`src/rtl/psg_seq_pkg.sv`:
```
package psg_seq_pkg;

  typedef enum logic [1:0] {
    OP_SEL = 2'd0,
    OP_WR  = 2'd1,
    OP_RD  = 2'd2,
    OP_NOP = 2'd3
  } psg_op_e;

  typedef enum logic [1:0] {
    PH_IDLE  = 2'd0,
    PH_SETUP = 2'd1,
    PH_PULSE = 2'd2,
    PH_HOLD  = 2'd3
  } psg_phase_e;

  localparam int BUS_W = 8;

endpackage

```
`src/rtl/psg_seq_rst_sync.sv`:
```
module psg_seq_rst_sync #(
  parameter int STAGES = 2
) (
  input  logic clk,
  input  logic rst_n,
  output logic rst_n_sync
);
  logic [STAGES-1:0] sync_q;

  always_ff @(posedge clk or negedge rst_n) begin
    if (!rst_n) sync_q <= '0;
    else        sync_q <= {sync_q[STAGES-2:0], 1'b1};
  end

  assign rst_n_sync = sync_q[STAGES-1];
endmodule

```
`src/rtl/psg_seq_timer.sv`:
```
module psg_seq_timer #(
  parameter int CW = 4
) (
  input  logic          clk,
  input  logic          rst_n,
  input  logic          load,
  input  logic [CW-1:0] load_val,
  output logic          expired
);
  logic [CW-1:0] cnt_q, cnt_d;
  logic          cnt_en;

  always_comb begin
    cnt_en = load || (cnt_q != '0);
    cnt_d  = load ? load_val : cnt_q - 1'b1;
  end

  always_ff @(posedge clk or negedge rst_n) begin
    if (!rst_n)      cnt_q <= '0;
    else if (cnt_en) cnt_q <= cnt_d;
  end

  assign expired = (cnt_q == '0);
endmodule

```
`src/rtl/psg_seq_ctrl.sv`:
```
module psg_seq_ctrl
  import psg_seq_pkg::*;
#(
  parameter int CW = 4
) (
  input  logic          clk,
  input  logic          rst_n,
  input  logic          req_valid,
  input  logic [1:0]    req_op,
  input  logic [CW-1:0] cfg_setup,
  input  logic [CW-1:0] cfg_pulse,
  input  logic [CW-1:0] cfg_hold,
  output logic          accept,
  output logic          last_pulse,
  output logic          done,
  output psg_phase_e    phase,
  output psg_op_e       op
);
  psg_phase_e    phase_q, phase_d;
  psg_op_e       op_q, req_op_e;
  logic [CW-1:0] pulse_q, hold_q;
  logic          tmr_load, tmr_expired;
  logic [CW-1:0] tmr_val;

  // length 0 behaves as 1; counter runs from length-1 down to 0
  function automatic logic [CW-1:0] span(input logic [CW-1:0] len);
    return (len == '0) ? '0 : len - 1'b1;
  endfunction

  assign req_op_e = psg_op_e'(req_op);

  always_comb begin
    phase_d  = phase_q;
    tmr_load = 1'b0;
    tmr_val  = '0;
    accept   = (phase_q == PH_IDLE) && req_valid && (req_op_e != OP_NOP);
    case (phase_q)
      PH_IDLE: begin
        if (accept) begin
          tmr_load = 1'b1;
          if (req_op_e == OP_RD) begin
            phase_d = PH_PULSE;
            tmr_val = span(cfg_pulse);
          end else begin
            phase_d = PH_SETUP;
            tmr_val = span(cfg_setup);
          end
        end
      end
      PH_SETUP: begin
        if (tmr_expired) begin
          phase_d  = PH_PULSE;
          tmr_load = 1'b1;
          tmr_val  = span(pulse_q);
        end
      end
      PH_PULSE: begin
        if (tmr_expired) begin
          phase_d  = PH_HOLD;
          tmr_load = 1'b1;
          tmr_val  = span(hold_q);
        end
      end
      PH_HOLD: begin
        if (tmr_expired) phase_d = PH_IDLE;
      end
      default: phase_d = PH_IDLE;
    endcase
  end

  always_ff @(posedge clk or negedge rst_n) begin
    if (!rst_n) begin
      phase_q <= PH_IDLE;
      op_q    <= OP_NOP;
      pulse_q <= '0;
      hold_q  <= '0;
    end else begin
      phase_q <= phase_d;
      if (accept) begin
        op_q    <= req_op_e;
        pulse_q <= cfg_pulse;
        hold_q  <= cfg_hold;
      end
    end
  end

  psg_seq_timer #(.CW(CW)) u_timer (
    .clk      (clk),
    .rst_n    (rst_n),
    .load     (tmr_load),
    .load_val (tmr_val),
    .expired  (tmr_expired)
  );

  assign last_pulse = (phase_q == PH_PULSE) && tmr_expired;
  assign done       = (phase_q == PH_HOLD) && tmr_expired;
  assign phase      = phase_q;
  assign op         = op_q;
endmodule

```
`src/rtl/psg_seq_data.sv`:
```
module psg_seq_data #(
  parameter int DW = 8
) (
  input  logic          clk,
  input  logic          rst_n,
  input  logic          accept,
  input  logic [DW-1:0] wdata,
  input  logic          capture,
  input  logic          rd_done,
  input  logic [DW-1:0] dq_in,
  output logic [DW-1:0] dq_out,
  output logic [DW-1:0] rdata,
  output logic          rvalid
);
  logic [DW-1:0] out_q, rd_q;
  logic          rv_q;

  always_ff @(posedge clk or negedge rst_n) begin
    if (!rst_n) begin
      out_q <= '0;
      rd_q  <= '0;
      rv_q  <= 1'b0;
    end else begin
      rv_q <= rd_done;
      if (accept)  out_q <= wdata;
      if (capture) rd_q  <= dq_in;
    end
  end

  assign dq_out = out_q;
  assign rdata  = rd_q;
  assign rvalid = rv_q;
endmodule

```
`src/rtl/psg_bus_seq.sv`:
```
module psg_bus_seq
  import psg_seq_pkg::*;
#(
  parameter int CW = 4
) (
  input  logic             clk,
  input  logic             rst_n,
  input  logic [CW-1:0]    cfg_setup,
  input  logic [CW-1:0]    cfg_pulse,
  input  logic [CW-1:0]    cfg_hold,
  input  logic             req_valid,
  output logic             req_ready,
  input  logic [1:0]       req_op,
  input  logic [BUS_W-1:0] req_wdata,
  output logic             rsp_valid,
  output logic [BUS_W-1:0] rsp_rdata,
  output logic             ctl_dir,
  output logic             ctl_sel,
  output logic             ctl_bc_hi,
  output logic [BUS_W-1:0] dq_out,
  output logic             dq_oe,
  input  logic [BUS_W-1:0] dq_in
);
  logic       rst_n_int;
  logic       accept, last_pulse, done;
  psg_phase_e phase;
  psg_op_e    op;

  psg_seq_rst_sync #(.STAGES(2)) u_rst (
    .clk        (clk),
    .rst_n      (rst_n),
    .rst_n_sync (rst_n_int)
  );

  psg_seq_ctrl #(.CW(CW)) u_ctrl (
    .clk        (clk),
    .rst_n      (rst_n_int),
    .req_valid  (req_valid),
    .req_op     (req_op),
    .cfg_setup  (cfg_setup),
    .cfg_pulse  (cfg_pulse),
    .cfg_hold   (cfg_hold),
    .accept     (accept),
    .last_pulse (last_pulse),
    .done       (done),
    .phase      (phase),
    .op         (op)
  );

  psg_seq_data #(.DW(BUS_W)) u_data (
    .clk     (clk),
    .rst_n   (rst_n_int),
    .accept  (accept),
    .wdata   (req_wdata),
    .capture (last_pulse && (op == OP_RD)),
    .rd_done (done && (op == OP_RD)),
    .dq_in   (dq_in),
    .dq_out  (dq_out),
    .rdata   (rsp_rdata),
    .rvalid  (rsp_valid)
  );

  // code decode: select op -> 11, write -> 10, read -> 01, outside strobe -> 00
  assign ctl_dir   = (phase == PH_PULSE) && (op != OP_RD);
  assign ctl_sel   = (phase == PH_PULSE) && (op != OP_WR);
  assign ctl_bc_hi = 1'b1;
  assign dq_oe     = (phase != PH_IDLE) && (op != OP_RD);
  assign req_ready = (phase == PH_IDLE);
endmodule

```
`config.mk`:
```
export PLATFORM = sky130hd
export DESIGN_NAME = psg_bus_seq
export DESIGN_NICKNAME = d
export VERILOG_FILES = /design/src/rtl/psg_seq_pkg.sv /design/src/rtl/psg_seq_rst_sync.sv /design/src/rtl/psg_seq_timer.sv /design/src/rtl/psg_seq_ctrl.sv /design/src/rtl/psg_seq_data.sv /design/src/rtl/psg_bus_seq.sv
export SDC_FILE = /design/constraint.sdc
export NUM_CORES = 1
export LEC_CHECK = 0
export CAP_MARGIN = 5
export CELL_PAD_IN_SITES_DETAIL_PLACEMENT = 0
export CELL_PAD_IN_SITES_GLOBAL_PLACEMENT = 1
export CORE_AREA = 5 5 78 80
export CTS_CLUSTER_SIZE = 12
export DETAILED_ROUTE_END_ITERATION = 8
export DIE_AREA = 0 0 83 85
export GPL_TIMING_DRIVEN = 0
export PLACE_DENSITY_LB_ADDON = 0.1
export SLEW_MARGIN = 10
export SYNTH_ARGS = -nofsm -noshare
export SYNTH_HDL_FRONTEND = slang
export SYNTH_SLANG_ARGS = --single-unit
```
`constraint.sdc`:
```
create_clock -name clk -period 1.7 [get_ports clk]
set_input_delay 0.34 -clock clk [delete_from_list [all_inputs] [get_ports clk]]
set_output_delay 0.34 -clock clk [all_outputs]
set_load 0.03 [all_outputs]
```
Word-level counts from Yosys, hierarchy flattened:

Index checks and enable logic that the tools add are counted.

* register bits after elaboration: 35
* output and inout port bits: 22
* logic and storage cells: 65

* $add $sub $neg: 5
* equal/unequal tests: 12
* multiplexer cells: 19
* reductions and logical operators: 20

Operators with widths (number)
* two-way mux 4 bit: 9
* logical NOT 4 bit: 5
* subtractor 4 x 1 -> 4 bit (second input constant): 5
* case mux 4 bit (3 select lines): 1
* two-way mux 2 bit: 5
* != test 2 x 1 -> 1 bit (second input constant): 5
* logical AND 1 bit: 9
* == test 2 bit (second input constant): 4
* case mux 2 bit (4 select lines): 1
* != test 2 bit (second input constant): 2
* AND reduction 4 bit: 1
* nonzero test 4 bit: 1
* == test 2 x 1 -> 1 bit (second input constant): 1
* logical NOT 2 bit: 1
* two-way mux 1 bit: 2
* case mux 1 bit (2 select lines): 1
* nonzero test 2 bit: 1
* OR reduction 2 bit: 1
* logical OR 1 bit: 1

Depth between registers and ports, before layout:

* word-level depth: 6
* gate-level depth with buffers: 6
* gate-level depth less buffers: 6

Cells and area by module:

From an unflattened synthesis, not the netlist that was laid out.

* cell total of the unflattened synthesis: 196
* area total of the unflattened synthesis: 2063.2 µm²

Modules (own cells, without submodules)
* psg_seq_ctrl: times used 1, cells an instance 125, area each 1023.5 µm²
* psg_seq_data: times used 1, cells an instance 35, area each 688.2 µm²
* psg_seq_timer: times used 1, cells an instance 22, area each 234.0 µm²
* psg_bus_seq: times used 1, cells an instance 11, area each 63.8 µm²
* psg_seq_rst_sync: times used 1, cells an instance 3, area each 53.8 µm²

Worst setup path after synthesis:

No wires, ideal clock.

* path kind: register to register
* start: register u_ctrl.phase_q[0], in the netlist u_ctrl.phase[0]
* end: register u_ctrl.phase_q[0], in the netlist u_ctrl.phase[0]
* library setup time: 0.125 ns
* arrival: 1.749 ns
* setup slack: -0.174 ns
* stages on the path, launching flop included: 6
* buffers on the path: 0
* period minus slack after synthesis: 1.874 ns
* cell sequence: dfrtp_1 -> inv_1 -> ha_1 -> nand3_4 -> a21oi_2 -> mux2_2

* longest elaborated chain between the ends: 5

RTL lines
* from (decl): RTL line psg_seq_ctrl.sv:19 `psg_phase_e phase_q, phase_d;`
* from (signal assigned): RTL line psg_seq_ctrl.sv:78 `phase_q <= phase_d;`
* logical NOT 2 bit (*)
* net req_ready: RTL line psg_bus_seq.sv:12 `output logic req_ready,`
* logical AND 1 bit (2 in series): RTL line psg_seq_ctrl.sv:36 `accept = (phase_q == PH_IDLE) && req_valid && (req_op_e != OP_NOP);`
* != test 2 x 1 -> 1 bit (no source line)
* AND reduction 4 bit (no source line)

The timed path passes the listed nets; every way through them passes the cells marked *.
A chain may end at the register's enable or synchronous reset.

Final worst setup path:

* start: register u_ctrl.u_timer.cnt_q[1]
* end: register u_data.rd_q[1], in the netlist u_data.rdata[1]

* longest elaborated chain between the ends: 3

RTL lines
* from (decl): RTL line psg_seq_timer.sv:10 `logic [CW-1:0] cnt_q, cnt_d;`
* from (signal assigned): RTL line psg_seq_timer.sv:20 `else if (cnt_en) cnt_q <= cnt_d;`
* logical NOT 4 bit: RTL line psg_seq_timer.sv:23 `assign expired = (cnt_q == '0);`
* logical AND 1 bit: RTL line psg_seq_ctrl.sv:95 `assign last_pulse = (phase_q == PH_PULSE) && tmr_expired;`
* logical AND 1 bit: RTL line psg_bus_seq.sv:55 `.capture (last_pulse && (op == OP_RD)),`
* to (signal assigned): RTL line psg_seq_data.sv:26 `if (capture) rd_q <= dq_in;`
* to (decl): RTL line psg_seq_data.sv:15 `logic [DW-1:0] out_q, rd_q;`

No other way between the ends.

==> results_dict.tcl <==
set metrics [dict create \
    wl_met3_um 308 \
    initial_core_util 0.387 \
    root_buffer "clkbuf_8" \
    cts.sinks 35 \
    p_leak_nw 1.36 \
    fin_skew_ns 0.00584 \
    critical_path.reg2reg.endpoint "u_data.rdata[1]$_DFFE_PN0P_" \
    die_h_um 85 \
    cp-end-kind "register" \
    reg2regPathDepth 6 \
    synth_area_per_cell_um2 10.9 \
    synth_cell_types 41 \
    synthMuxAreaShare 0.157 \
    area_growth_pct 47.2 \
    grt-ovfl-total 0 \
    seq_area_frac_synth 0.425 \
    dieArea_um2 7060 \
    synth-xor-area-share 0.00847 \
    synth_top_area_cell "dfrtp_1" \
    wirelength_mm 4.82 \
    layout-drive-gt1-share 0.316 \
    relSlewSlack 0.511 \
    dr.pass1.iters 4 \
    grt_usage 0.137 \
    layout.cells.non_filler 335 \
    postRouteAntennaNets 0 \
    synth-simple-area-share 0.181 \
    r2r_start "u_ctrl.u_timer.cnt_q[1]$_DFFE_PN0P_" \
    syn_inst 190 \
    fillers 526 \
    port_buffers 53 \
    grt_pass1_vias 1645 \
    synth_compound_area_frac 0.0920 \
    path_clk_slew_ns 0.07 \
    cts_tree "yes" \
    drt-vias-per-instance 4.84 \
    grt_pass1_wl_mm 7.84 \
    multiInputGateArea_um2 1260 \
    via_count 1621 \
    clk-insertion-delay-late_ns 0.29 \
    max_slew.worst_pin.slew_ns 0.733 \
    worst_path_largest_cell_delay_ns 0.40 \
    routedWlPerCell_um 14.4 \
    critical_path_arrival_ns 1.84 \
    synth_top_area_share 0.400 \
    top_layer_used "met4" \
    cts_max_level 2 \
    antenna_cells 0 \
    yosys_warnings 0 \
    power_w 0.00561 \
    max_freq_ghz 0.599 \
    slowest_stage "dfrtp_1" \
    powerDensity_nw_per_um2 1840 \
    min_path_type "in -> async" \
    status "complete, no violations" \
    fin_nets 311 \
    finalMaxSlewViolations 0 \
    gp_congestion 0.809 \
    synthAdderAreaFrac 0.0969 \
    drc 0 \
    cts_buffers 5 \
    maxCapViolations 0 \
    grt_max_degree 34 \
    setup_tns_ns 0 \
    synth_seq_cells 35 \
    ctsHoldBuffers 0 \
    rsz0062_at_grt "yes" \
    regArea_um2 880 \
    placed_cell_area_um2 2700 \
    rows 27 \
    start_kind "register" \
    core_area_um2 5340 \
    placed_cells 316 \
    finalSetupViolCount 0 \
    required_ns 1.87 \
    hold_violations 0 \
    fin_crit_ns 1.67 \
    io_pins 55 \
    cp_cell_sequence "inv_2 -> ha_4 -> nor3b_4 -> buf_6 -> and3_4 -> mux2_4" \
    r2r_setup_slack_ns 0.03 \
    cp_max_fo 8 \
    synth_area_um2 2070 \
    dr_wl_met2_mm 2.27 \
    stdcell_area_um2 3040 \
    antenna_found_initial 0 \
    die-width_um 83 \
    period_share 0.982 \
    drtIter0Drc 61 \
    dpl.hpwl_mm 3.47 \
    clockBufferDepth 2 \
    ir_drop_mv 0.994 \
    netlist_top_cells_area "dfrtp_1, mux2_2, ha_1" \
    critPathKind "reg -> reg" \
    met1_length_mm 2.19 \
    synth_top_family_by_area "simple AND/OR/NAND/NOR gates" \
]
[logic make-up (layout without fill, tap and decap cells)]
kind of cell               count (synthesis)  after routing
adders and majority gates                 16             16
xor gates and xnor gates                   2              2
muxes                                     29             29
other                                      1              2
and+or+nand+nor                           62             62
DFF                                       35             35
AOI/OAI and AO/OA                         28             28
buffers and inverters                     17             89
[flip-flops by register name, indices dropped and copies added (netlist names)]
| register | cells |
|---|---|
| u_ctrl.phase | 2 |
| u_rst.sync_q | 2 |
| u_ctrl.hold_q | 4 |
| u_ctrl.op | 2 |
| u_ctrl.pulse_q | 4 |
| u_ctrl.u_timer.cnt_q | 4 |
| u_data.rdata | 8 |
| u_data.rvalid | 1 |
| u_data.dq_out | 8 |
[cells in the mapped netlist]
master     count
a211oi_1       1
a21boi_0       1
a21oi_1        6
a21oi_2        1
a222oi_1       1
a22oi_1        3
a2bb2oi_1      1
and2_1         1
and3_1         2
and3b_2        1
buf_4          2
buf_6          1
conb_1         1
dfrtp_1       33
dfstp_2        2
ha_1          16
inv_1         14
mux2_2        27
mux2i_1        2
nand2_1        6
nand2b_1       8
nand3_1        2
nand3_4        1
nand3b_1       1
nor2_1        13
nor2b_1        6
nor3_1         6
nor3b_1        8
nor3b_4        1
nor4_1         2
o211ai_1       3
o21a_1         1
o21ai_0        4
o21ai_1        1
o21bai_1       1
o31ai_1        2
o32ai_1        2
or2_2          2
or2b_2         1
or3b_2         1
xor2_1         2
[cell type report]
class | count | share of cell area
timing repair buffer | 65 | 0.206
clock buffer | 6 | 0.0271
buffer | 2 | 0.00494
tap | 72 | 0.0296
multi-input combinational | 139 | 0.413
clock inverter | 2 | 0.0128
sequential | 35 | 0.289
inverter | 14 | 0.0173
[where the power goes]
group          internal, W  total [W]  switching (W)  leakage, nW
clock             0.000482   0.000794       0.000312       0.0618
combinational      0.00163    0.00326        0.00163        0.885
sequential         0.00125    0.00156       0.000309        0.413
total              0.00336    0.00561        0.00225         1.36
[worst max path at each step]
stage / start / slack [ns] / to
finish: u_ctrl.u_timer.cnt_q[1]$_DFFE_PN0P_ / 0.03 / u_data.rdata[1]$_DFFE_PN0P_
global route: u_ctrl.phase[1]$_DFFE_PN0P_ / -0.06 / u_ctrl.u_timer.cnt_q[0]$_DFFE_PN0P_
CTS: u_ctrl.u_timer.cnt_q[0]$_DFFE_PN0P_ / 0.001 / u_data.rdata[4]$_DFFE_PN0P_
detailed placement: cfg_pulse[0] / -0.44 / u_ctrl.u_timer.cnt_q[1]$_DFFE_PN0P_
global placement: cfg_pulse[0] / -0.45 / u_ctrl.u_timer.cnt_q[1]$_DFFE_PN0P_
floorplan: u_ctrl.phase[0]$_DFFE_PN0P_ / 0.0008 / u_ctrl.u_timer.cnt_q[3]$_DFFE_PN0P_
[critical path, delay by kind of cell, from the launching register on]
| family | cells | cell delay (ns) |
|---|---|---|
| adder cells (fa/ha/maj) | 1 | 0.13 |
| AND/OR/NAND/NOR | 2 | 0.46 |
| flip-flops | 1 | 0.40 |
| buffers and inverters | 2 | 0.24 |
| multiplexers | 1 | 0.32 |
[cell usage in the layout (no fill, tap or decap), types with 2 or more instances in the layout]
cell type	n
ha_4	4
inv_2	4
dfstp_2	2
a21oi_1	6
mux2i_1	2
dlygate4sd2_1	3
inv_1	10
o211ai_1	3
o21ai_0	4
nor3b_2	4
ha_1	11
nor4_2	2
nor3_1	6
clkdlybuf4s50_1	39
buf_2	2
mux2_2	18
dfrtp_1	32
nor2_1	12
buf_4	14
clkbuf_8	6
or2_2	2
dlymetal6s2s_1	7
nand2b_1	8
xor2_1	2
nor3b_1	4
o31ai_1	2
conb_1	2
a22oi_1	3
buf_6	2
mux2_4	9
nand3_1	2
nand2_1	6
nor2b_1	6
[metal layers]
metal / up-vias / track usage
met3: 4 / 0.0456
met5: - / 0
li1: 807 / -
met4: 0 / 0.0550
met1: 769 / 0.179
met2: 41 / 0.208
[timing repair]
item                                    CTS  global route
resized for setup                        38            28
endpoints found under the hold margin     0             0
buffers inserted                          6             6
pin swaps                                 4             5
endpoints found under the setup margin   22            29
[per-stage QoR]
step / hold slack, ns / setup slack (ns) / util
6_report: 0.210 / 0.0305 / 0.570
3_5_place_dp: 0.347 / -0.436 / 0.505
3_3_place_gp: 0.334 / -0.452 / 0.505
2_1_floorplan: 0.0444 / 0.000787 / -
5_1_grt: 0.204 / -0.0563 / 0.570
4_1_cts: 0.200 / 0.00121 / 0.542
Power figures use the tool's default switching activity.
